==> config.mk <==
export PLATFORM = sky130hd
export DESIGN_NAME = bsc_encrypt
export DESIGN_NICKNAME = d
export VERILOG_FILES = /design/src/rtl/bsc_pkg.sv /design/src/rtl/bsc_ctrl.sv /design/src/rtl/bsc_keysched.sv /design/src/rtl/bsc_statepath.sv /design/src/rtl/bsc_encrypt.sv
export SDC_FILE = /design/constraint.sdc
export NUM_CORES = 1
export LEC_CHECK = 0
export BUFFER_PORTS_ARGS = -buffer_cell sky130_fd_sc_hd__buf_2
export CORE_MARGIN = 3
export CORE_UTILIZATION = 40
export CTS_BUF_LIST = sky130_fd_sc_hd__clkbuf_4 sky130_fd_sc_hd__clkbuf_8
export DETAILED_ROUTE_END_ITERATION = 16
export GPL_ROUTABILITY_DRIVEN = 0
export PLACE_DENSITY = 0.52
export SLEW_MARGIN = 5
export SYNTH_ARGS = -nofsm -noshare
export SYNTH_HDL_FRONTEND = slang
export SYNTH_HIERARCHICAL = 1
export SYNTH_SLANG_ARGS = --single-unit
==> constraint.sdc <==
create_clock -name clk -period 9.5 [get_ports clk]
set_input_delay 0.475 -clock clk [delete_from_list [all_inputs] [get_ports clk]]
set_output_delay 0.475 -clock clk [all_outputs]
set_load 0.03 [all_outputs]
==> src/rtl/bsc_pkg.sv <==
package bsc_pkg;
  localparam int BW   = 8;   // datapath byte width
  localparam int NB   = 8;   // bytes per block
  localparam int HALF = 4;   // bytes per mixed column
  localparam int PW   = $clog2(NB);

  typedef logic [BW-1:0] byte_t;
  typedef enum logic [1:0] {ST_IDLE, ST_LOAD, ST_RUN, ST_FIN} st_t;

  function automatic logic [3:0] sub4(input logic [3:0] v);
    logic [3:0] r;
    case (v)
      4'h0: r = 4'h7;  4'h1: r = 4'h4;  4'h2: r = 4'hA;  4'h3: r = 4'h9;
      4'h4: r = 4'h1;  4'h5: r = 4'hF;  4'h6: r = 4'hB;  4'h7: r = 4'h0;
      4'h8: r = 4'hC;  4'h9: r = 4'h3;  4'hA: r = 4'h2;  4'hB: r = 4'h6;
      4'hC: r = 4'h8;  4'hD: r = 4'hE;  4'hE: r = 4'hD;  default: r = 4'h5;
    endcase
    return r;
  endfunction

  function automatic byte_t sub8(input byte_t b);
    return {sub4(b[7:4]), sub4(b[3:0])};
  endfunction

  function automatic byte_t dbl(input byte_t b);
    return {b[6:0], 1'b0} ^ (b[7] ? 8'h1B : 8'h00);
  endfunction
endpackage

==> src/rtl/bsc_ctrl.sv <==
module bsc_ctrl
  import bsc_pkg::*;
#(
  parameter int ROUNDS = 12,
  localparam int RW = $clog2(ROUNDS + 1)
) (
  input  logic          clk,
  input  logic          rst,
  input  logic          start,
  output logic          ld,
  output logic          act,
  output logic          fin,
  output logic          last,
  output logic [RW-1:0] rnd,
  output logic          busy
);
  st_t           st;
  logic [PW-1:0] ph;

  assign ld   = (st == ST_IDLE && start) || st == ST_LOAD;
  assign act  = ld || st == ST_RUN;
  assign fin  = st == ST_FIN;
  assign last = ph == PW'(NB - 1);
  assign busy = st != ST_IDLE;

  always_ff @(posedge clk) begin
    if (rst) begin
      st  <= ST_IDLE;
      ph  <= '0;
      rnd <= RW'(1);
    end else begin
      case (st)
        ST_IDLE: if (start) begin
          st  <= ST_LOAD;
          ph  <= PW'(1);
          rnd <= RW'(1);
        end
        ST_LOAD, ST_RUN: begin
          ph <= ph + 1'b1;
          if (last) begin
            if (rnd == RW'(ROUNDS)) st <= ST_FIN;
            else begin
              st  <= ST_RUN;
              rnd <= rnd + 1'b1;
            end
          end
        end
        default: begin
          ph <= ph + 1'b1;
          if (last) st <= ST_IDLE;
        end
      endcase
    end
  end
endmodule

==> src/rtl/bsc_keysched.sv <==
module bsc_keysched
  import bsc_pkg::*;
#(
  parameter int ROUNDS = 12,
  localparam int RW = $clog2(ROUNDS + 1)
) (
  input  logic          clk,
  input  logic          rst,
  input  logic          ld,
  input  logic          act,
  input  logic          fin,
  input  logic          last,
  input  logic [RW-1:0] rnd,
  input  byte_t         key_in,
  output byte_t         kb
);
  byte_t kr  [NB];
  byte_t cur [NB];
  byte_t nxt [NB];

  // kr rotates once per byte so kr[0] is always the current subkey byte
  assign kb = ld ? key_in : kr[0];

  always_comb begin
    for (int m = 0; m < NB - 1; m++) cur[m] = kr[m+1];
    cur[NB-1] = kb;
    for (int j = 0; j < HALF; j++) begin
      nxt[j]      = cur[HALF + (j+1) % HALF];
      nxt[HALF+j] = cur[(j+1) % HALF] ^ cur[HALF + (j+1) % HALF];
    end
    nxt[2] = nxt[2] ^ BW'(rnd);
    nxt[5] = sub8(nxt[5]);
    nxt[6] = sub8(nxt[6]);
  end

  always_ff @(posedge clk) begin
    if (rst) begin
      for (int i = 0; i < NB; i++) kr[i] <= '0;
    end else if (act && last) begin
      for (int i = 0; i < NB; i++) kr[i] <= nxt[i];
    end else if (act || fin) begin
      for (int i = 0; i < NB - 1; i++) kr[i] <= kr[i+1];
      kr[NB-1] <= kb;
    end
  end
endmodule

==> src/rtl/bsc_statepath.sv <==
module bsc_statepath
  import bsc_pkg::*;
(
  input  logic  clk,
  input  logic  rst,
  input  logic  ld,
  input  logic  act,
  input  logic  fin,
  input  logic  last,
  input  byte_t txt_in,
  input  byte_t kb,
  output byte_t ct_byte
);
  byte_t sr  [NB];   // substituted bytes of the running round
  byte_t yr  [NB];   // mixed bytes feeding the next round
  byte_t cur [NB];
  byte_t rot [NB];
  byte_t mix [NB];
  byte_t din, sx;

  assign din     = ld ? txt_in : yr[0];
  assign sx      = sub8(din ^ kb);
  assign ct_byte = yr[0] ^ kb;

  always_comb begin
    for (int m = 0; m < NB - 1; m++) cur[m] = sr[m+1];
    cur[NB-1] = sx;
    for (int j = 0; j < NB; j++) rot[j] = cur[(j+2) % NB];
  end

  for (genvar h = 0; h < NB / HALF; h++) begin : g_col
    for (genvar i = 0; i < HALF; i++) begin : g_row
      byte_t c0, c1, c2, c3;
      assign c0 = rot[h*HALF + i];
      assign c1 = rot[h*HALF + (i+1) % HALF];
      assign c2 = rot[h*HALF + (i+2) % HALF];
      assign c3 = rot[h*HALF + (i+3) % HALF];
      assign mix[h*HALF + i] = dbl(c0) ^ dbl(c1) ^ c1 ^ c2 ^ c3;
    end
  end

  always_ff @(posedge clk) begin
    if (rst) begin
      for (int i = 0; i < NB; i++) begin
        sr[i] <= '0;
        yr[i] <= '0;
      end
    end else begin
      if (act) begin
        for (int i = 0; i < NB - 1; i++) sr[i] <= sr[i+1];
        sr[NB-1] <= sx;
      end
      if (act && last) begin
        for (int i = 0; i < NB; i++) yr[i] <= mix[i];
      end else if (act || fin) begin
        for (int i = 0; i < NB - 1; i++) yr[i] <= yr[i+1];
        yr[NB-1] <= '0;
      end
    end
  end
endmodule

==> src/rtl/bsc_encrypt.sv <==
module bsc_encrypt
  import bsc_pkg::*;
#(
  parameter int ROUNDS = 12
) (
  input  logic       clk,
  input  logic       rst,
  input  logic       start,
  input  logic [7:0] txt_in,
  input  logic [7:0] key_in,
  output logic       busy,
  output logic       ct_valid,
  output logic [7:0] ct_out,
  output logic       done
);
  localparam int RW = $clog2(ROUNDS + 1);

  logic          ld, act, fin, last;
  logic [RW-1:0] rnd;
  byte_t         kb, ct_byte;

  bsc_ctrl #(.ROUNDS(ROUNDS)) u_ctrl (
    .clk(clk), .rst(rst), .start(start), .ld(ld), .act(act), .fin(fin),
    .last(last), .rnd(rnd), .busy(busy)
  );

  bsc_keysched #(.ROUNDS(ROUNDS)) u_key (
    .clk(clk), .rst(rst), .ld(ld), .act(act), .fin(fin), .last(last),
    .rnd(rnd), .key_in(key_in), .kb(kb)
  );

  bsc_statepath u_dp (
    .clk(clk), .rst(rst), .ld(ld), .act(act), .fin(fin), .last(last),
    .txt_in(txt_in), .kb(kb), .ct_byte(ct_byte)
  );

  always_ff @(posedge clk) begin
    if (rst) begin
      ct_valid <= 1'b0;
      ct_out   <= '0;
      done     <= 1'b0;
    end else begin
      ct_valid <= fin;
      ct_out   <= fin ? ct_byte : '0;
      done     <= fin && last;
    end
  end
endmodule

; ---- After elaboration in Yosys (flattened, before gate mapping)
; Memory sizes are Yosys's and may differ from the RTL's.
; Index checks and enable logic that the tools add are counted.
[classes]
addsub = 2
n_mux = 73
bitwise_logic = 88
n_eq_ne = 8
n_reduce_logical = 14
[ops]
columns = cell, n
row1 = 8-bit bitwise XOR, 46
row2 = 8-bit two-way mux, 42
row3 = 5-bit two-way mux, 8
row4 = 1-bit OR, 40
row5 = 1-bit two-way mux, 13
row6 = 4-bit two-way mux, 3
row7 = 4-bit case mux with 2 select lines, 1
row8 = 8-bit by 4-bit bitwise XOR with 8-bit output, 1
row9 = 2-bit two-way mux, 3
row10 = 3-bit two-way mux, 2
row11 = 2-bit inequality test (second input constant), 3
row12 = 2-bit nonzero test, 3
row13 = 4-bit by 1-bit adder with 4-bit output (second input constant), 1
row14 = 2-bit equality test (second input constant), 2
row15 = 4-bit equality test (second input constant), 1
row16 = 2-bit case mux with 2 select lines, 1
row17 = 4-bit AND reduction, 1
row18 = 2-bit OR reduction, 2
row19 = 3-bit by 1-bit adder with 3-bit output (second input constant), 1
row20 = 3-bit equality test (second input constant), 1
row21 = 1-bit logical AND, 3
row22 = 1-bit logical OR, 3
row23 = 3-bit AND reduction, 1
row24 = 2-bit by 1-bit equality test with 1-bit output (second input constant), 1
row25 = other kinds (2), 2
[word_totals]
ramBits = 192
output_inout_bits = 11
in_bits = 19
rom_bits = 384
memories = 9
reg_bits = 19
wordCells = 200
[memory_table]
columns = memory, depth, width, rd, rd_ports_with_merged_regs, write_ports, line
row1 = (name not given), 16, 4, 1, 0, 0, bsc_pkg.sv:12  ; case (v)
row2 = (name not given), 16, 4, 1, 0, 0, bsc_pkg.sv:12
row3 = (name not given), 16, 4, 1, 0, 0, bsc_pkg.sv:12
row4 = (name not given), 16, 4, 1, 0, 0, bsc_pkg.sv:12
row5 = (name not given), 16, 4, 1, 0, 0, bsc_pkg.sv:12
row6 = (name not given), 16, 4, 1, 0, 0, bsc_pkg.sv:12
row7 = 3 more memories, n/a, n/a, n/a, n/a, n/a, n/a

; ---- Logic depth before layout (Yosys ltp)
; An unclocked memory read counts as a cell.
[logic_depth]
depth_word = 14
depth_mapped = 18
ltp_nobuf = 15

; ---- Hierarchy
; Netlist, hierarchy kept.
[by_module_without_submodules]
columns = module, seq_area_each_um2, n_inst, cells_each, area_per_inst_um2
row1 = bsc_statepath, 3523.4, 1, 655, 7243.2
row2 = bsc_keysched, 1921.8, 1, 358, 4056.4
row3 = bsc_ctrl, 180.2, 1, 66, 621.8
row4 = bsc_encrypt, 200.2, 1, 20, 285.3

; ---- Worst setup path before layout
; Ideal clock, no wire load.
[synth_timing]
kind = flip-flop to flip-flop
startpoint = register u_ctrl.st[0]
endpoint = memory u_dp/yr[0][36] in the netlist's numbering, data pin
setup_time_ps = 145
t_required_ps = 9355
path_slack_ps = 5675
path_buffers = 3
stages_incl_launch_ff = 18
period_less_slack_ps = 3825
arrival_ps = 3680
path_cell_list = dfxtp_1 > inv_1 > ha_1 > buf_6 > a21o_2 > buf_12 > mux2i_4 > inv_1 > buf_4 > xnor2_1 > inv_1 > ha_1 > mux2i_1 > mux2i_4 > xnor2_1 > xnor2_2 > xnor3_1 > o21ai_1
[synth_lines]
columns = element, line
row1 = start: declaration, bsc_ctrl.sv:17  ; st_t st;
row2 = start signal: assignment, bsc_ctrl.sv:28  ; st <= ST_IDLE;
row3 = start signal: assignment, bsc_ctrl.sv:34  ; st <= ST_LOAD;
row4 = start signal: assignment, bsc_ctrl.sv:41  ; if (rnd == RW'(ROUNDS)) st <= ST_FIN;
row5 = end: declaration, bsc_statepath.sv:15  ; byte_t yr [NB];

==> impl_metrics.sql <==
INSERT INTO impl_metrics (metric_group, metric, value, unit) VALUES
('outcome', 'run_status', 'complete, no violations', ''),
('power', 'leakagePower', '5.15', 'nW'),
('cells_and_area', 'filler_cell_count', '2802', ''),
('min_path', 'holdPathEnd', 'u_ctrl/ph[2]$_SDFFE_PP0P_', ''),
('clocking', 'clk_transition_reported_paths', '60', 'ps'),
('routing', 'routed_length_per_placed_instance', '19.2', 'µm'),
('worst_setup_path', 'cp-end-kind', 'register', ''),
('routing', 'vias', '7891', ''),
('synth', 'yosysSeqAreaShare', '47.7', '%'),
('die', 'die_w', '181', 'µm'),
('power', 'clkPwrFrac', '15.6', '%'),
('clocking', 'htree_num_levels', '2', ''),
('routing', 'ant_nets', '0', ''),
('power', 'ir_drop', '0.166', 'mV'),
('cells_and_area', 'commonest_non_fill_non_tap_cell_in_the_layout', 'sky130_fd_sc_hd__xnor2_1', ''),
('worst_setup_path', 'cp_slowest_cell', 'sky130_fd_sc_hd__a21o_2', ''),
('cells_and_area', 'insertedDiodeCount', '0', ''),
('clocking', 'cts_made_buffers', '39', ''),
('synth', 'post_synth_inst_count', '1099', ''),
('die', 'design.portCount', '30', ''),
('worst_setup_path', 'worstPathBufferInverterCount', '3', ''),
('die', 'placement_rows', '63', ''),
('worst_setup_path', 'critPathMaxFanout', '17', ''),
('worst_setup_path', 'timing.rr.end', 'u_dp/yr[0][36]$_DFFE_PP_', ''),
('power', 'switching_power', '2.24', 'mW'),
('sta', 'final_critical_path_setup_slack', '4760', 'ps'),
('synth', 'post_synth_cell_types', '68', ''),
('worst_setup_path', 'dominant_cell_type_by_count_on_the_critical_path', 'sky130_fd_sc_hd__inv_1', ''),
('die', 'die-area', '32600', 'µm²'),
('synth', 'async_reset_ff_share', '0', '%'),
('grt', 'grt.total_usage', '18.0', '%'),
('clocking', 'clk-insertion-delay-late', '540', 'ps'),
('power', 'comb_power_share', '55.6', '%'),
('sta', 'timing.setup.tns', '0', 'ps'),
('sta', 'timing_max_transition_violations_final', '0', ''),
('clocking', 'clockBufferDepth', '3', ''),
('min_path', 'worst_hold_startpoint', 'start', ''),
('power', 'power.internal', '3.26', 'mW'),
('worst_setup_path', 'worst-r2r-setup-slack', '4760', 'ps'),
('grt', 'grt_max_degree', '49', ''),
('grt', 'number_of_global_route_vias_before_repair', '7761', ''),
('grt', 'first_pass_grt_wire_length', '46.2', 'mm'),
('min_path', 'worstHoldPathCells', '3', ''),
('worst_setup_path', 'startpoint', 'u_ctrl/st[0]$_SDFFE_PP0P_', ''),
('place', 'dp_worst_setup_slack', '4720', 'ps'),
('synth', 'synthesis.yosys.warnings', '6', ''),
('worst_setup_path', 'critical_path.reg2reg.startpoint', 'u_ctrl/st[0]$_SDFFE_PP0P_', ''),
('worst_setup_path', 'worstSetupPathType', 'register to register', ''),
('routing', 'first_pass_iters', '6', ''),
('clocking', 'ctsResizeCount', '0', ''),
('worst_setup_path', 'worst-endpoint-arrival', '5130', 'ps'),
('min_path', 'timing.hold.worst.class', 'primary input to register', ''),
('cells_and_area', 'areaGrowthSynthToFinish', '9.99', '%'),
('synth', 'synth_seq_cells', '203', ''),
('power', 'total_power', '5.50', 'mW'),
('sta', 'clock_skew', '34.1', 'ps'),
('routing', 'route.detailed.vias_per_inst', '5.12', ''),
('cells_and_area', 'layout.cells.most_common_list', '186 x sky130_fd_sc_hd__xnor2_1, 176 x sky130_fd_sc_hd__edfxtp_1, 113 x sky130_fd_sc_hd__nand2_1, 76 x sky130_fd_sc_hd__xor2_1, 70 x sky130_fd_sc_hd__nor2_1', ''),
('die', 'placeableCoreArea', '29900', 'µm²'),
('power', 'pwr-share-seq', '28.8', '%'),
('synth', 'synth_area_per_cell', '11.1', 'µm²'),
('clocking', 'count_of_buffers_added_by_post_cts_timing_repair_for_setup', '0', ''),
('sta', 'fin_crit', '4740', 'ps'),
('synth', 'synth_flop_cell', 'sky130_fd_sc_hd__edfxtp_1', ''),
('grt', 'grt_overflow_total', '0', ''),
('routing', 'remaining_drc_errors', '0', ''),
('place', 'hpwl', '19.8', 'mm'),
('grt', 'grt_antenna_before_repair', '1', ''),
('place', 'input_output_buffers', '29', ''),
('worst_setup_path', 'cell_class_contributing_the_biggest_share_of_worst_path_delay', 'XOR/XNOR gates', ''),
('sta', 'grt_setup_unrepaired', 'no', '');
[registers in the layout (all words and copies together), names as in the netlist]
signal	cells
u_ctrl/ph	3
ct_out	8
u_ctrl/st	2
u_key/kr	64
u_dp/yr	64
ct_valid	1
done	1
u_ctrl/rnd	4
u_dp/sr	56
[cells in the mapped netlist (all sizes together), types with 8 or more instances]
cell    number  share of area, %
a21oi       56               2.3
a22o        13              0.93
nor2b       16              0.88
mux2i       32               3.6
nand3        9              0.41
inv         38               1.2
xnor2      195                15
o21ai       57               2.3
buf         20               1.3
dfxtp       27               4.4
clkbuf      38               1.2
edfxtp     176                43
nor2        72               2.2
and2        41               2.1
ha          29               3.0
o22ai        8              0.41
and3b        9              0.65
xor2        77               5.7
mux4         8               1.5
nand2      114               3.5
[logic make-up after synthesis]
group | synth area share, %
mux | 5.18
xor+xnor | 20.6
fa+ha+maj | 2.97
compound gates | 8.42
flops | 47.7
simple gates | 11.4
buf+inv | 3.69
[layer usage]
layer / part of all wire [%] / GRT usage (%)
met2: 45 / 28.1
met4: 1.6 / 4.14
met3: 4.2 / 3.42
met5: 0.027 / 0
met1: 49 / 26.0
[worst register-to-register path, stage by stage (launching register included)]
cell and delay (ps):
sky130_fd_sc_hd__dfxtp_1 340, sky130_fd_sc_hd__inv_1 100, sky130_fd_sc_hd__ha_1 320, sky130_fd_sc_hd__a21o_2 770, sky130_fd_sc_hd__mux2i_4 490, sky130_fd_sc_hd__inv_1 130, sky130_fd_sc_hd__xnor2_1 440, sky130_fd_sc_hd__inv_1 170
sky130_fd_sc_hd__ha_1 320, sky130_fd_sc_hd__mux2i_1 230, sky130_fd_sc_hd__mux2i_4 160, sky130_fd_sc_hd__xnor2_1 480, sky130_fd_sc_hd__xnor2_2 200, sky130_fd_sc_hd__xnor3_1 340, sky130_fd_sc_hd__o21ai_1 130
[area by class of cell]
class                   count  area (µm²)  share of cell area, %
clock inverters            10        47.5                  0.354
clock buffers              60         726                   5.40
repair buffers             40         228                   1.70
multi-input cells         798        5960                   44.4
well taps                 390         488                   3.63
flip-flops and latches    203        5830                   43.4
inverters                  40         155                   1.16
[worst max-delay path by stage]
stage | to | slack (ps) | depth (start not counted)
2_1_floorplan | u_dp/yr[0][36]$_DFFE_PP_ | 5670 | 17
4_1_cts | u_dp/yr[0][36]$_DFFE_PP_ | 4720 | 14
3_3_place_gp | u_dp/yr[0][36]$_DFFE_PP_ | 4960 | 14
6_report | u_dp/yr[0][36]$_DFFE_PP_ | 4760 | 14
5_1_grt | u_dp/yr[0][36]$_DFFE_PP_ | 4370 | 14
3_5_place_dp | u_dp/yr[0][36]$_DFFE_PP_ | 4720 | 14
[per-stage QoR]
step	std cells	cell area [µm²]	hold WS, ps	utilization [%]
final	1541	13400	306	44.9
after global routing	1541	13400	301	44.9
after CTS	1541	13400	271	44.9
after detailed placement	1471	12700	442	42.4
after global placement	1471	12700	435	42.4
after floorplan	1099	12200	425	-
[power by group through the flow]
stage	sequential (mW)	combinational (mW)	clock, mW
floorplan	1.49	2.60	0
global placement	1.60	3.06	0
detailed placement	1.60	3.06	0
CTS	1.59	3.08	0.891
global route	1.61	3.35	0.940
finish	1.58	3.06	0.859
Power figures use the tool's default switching activity.
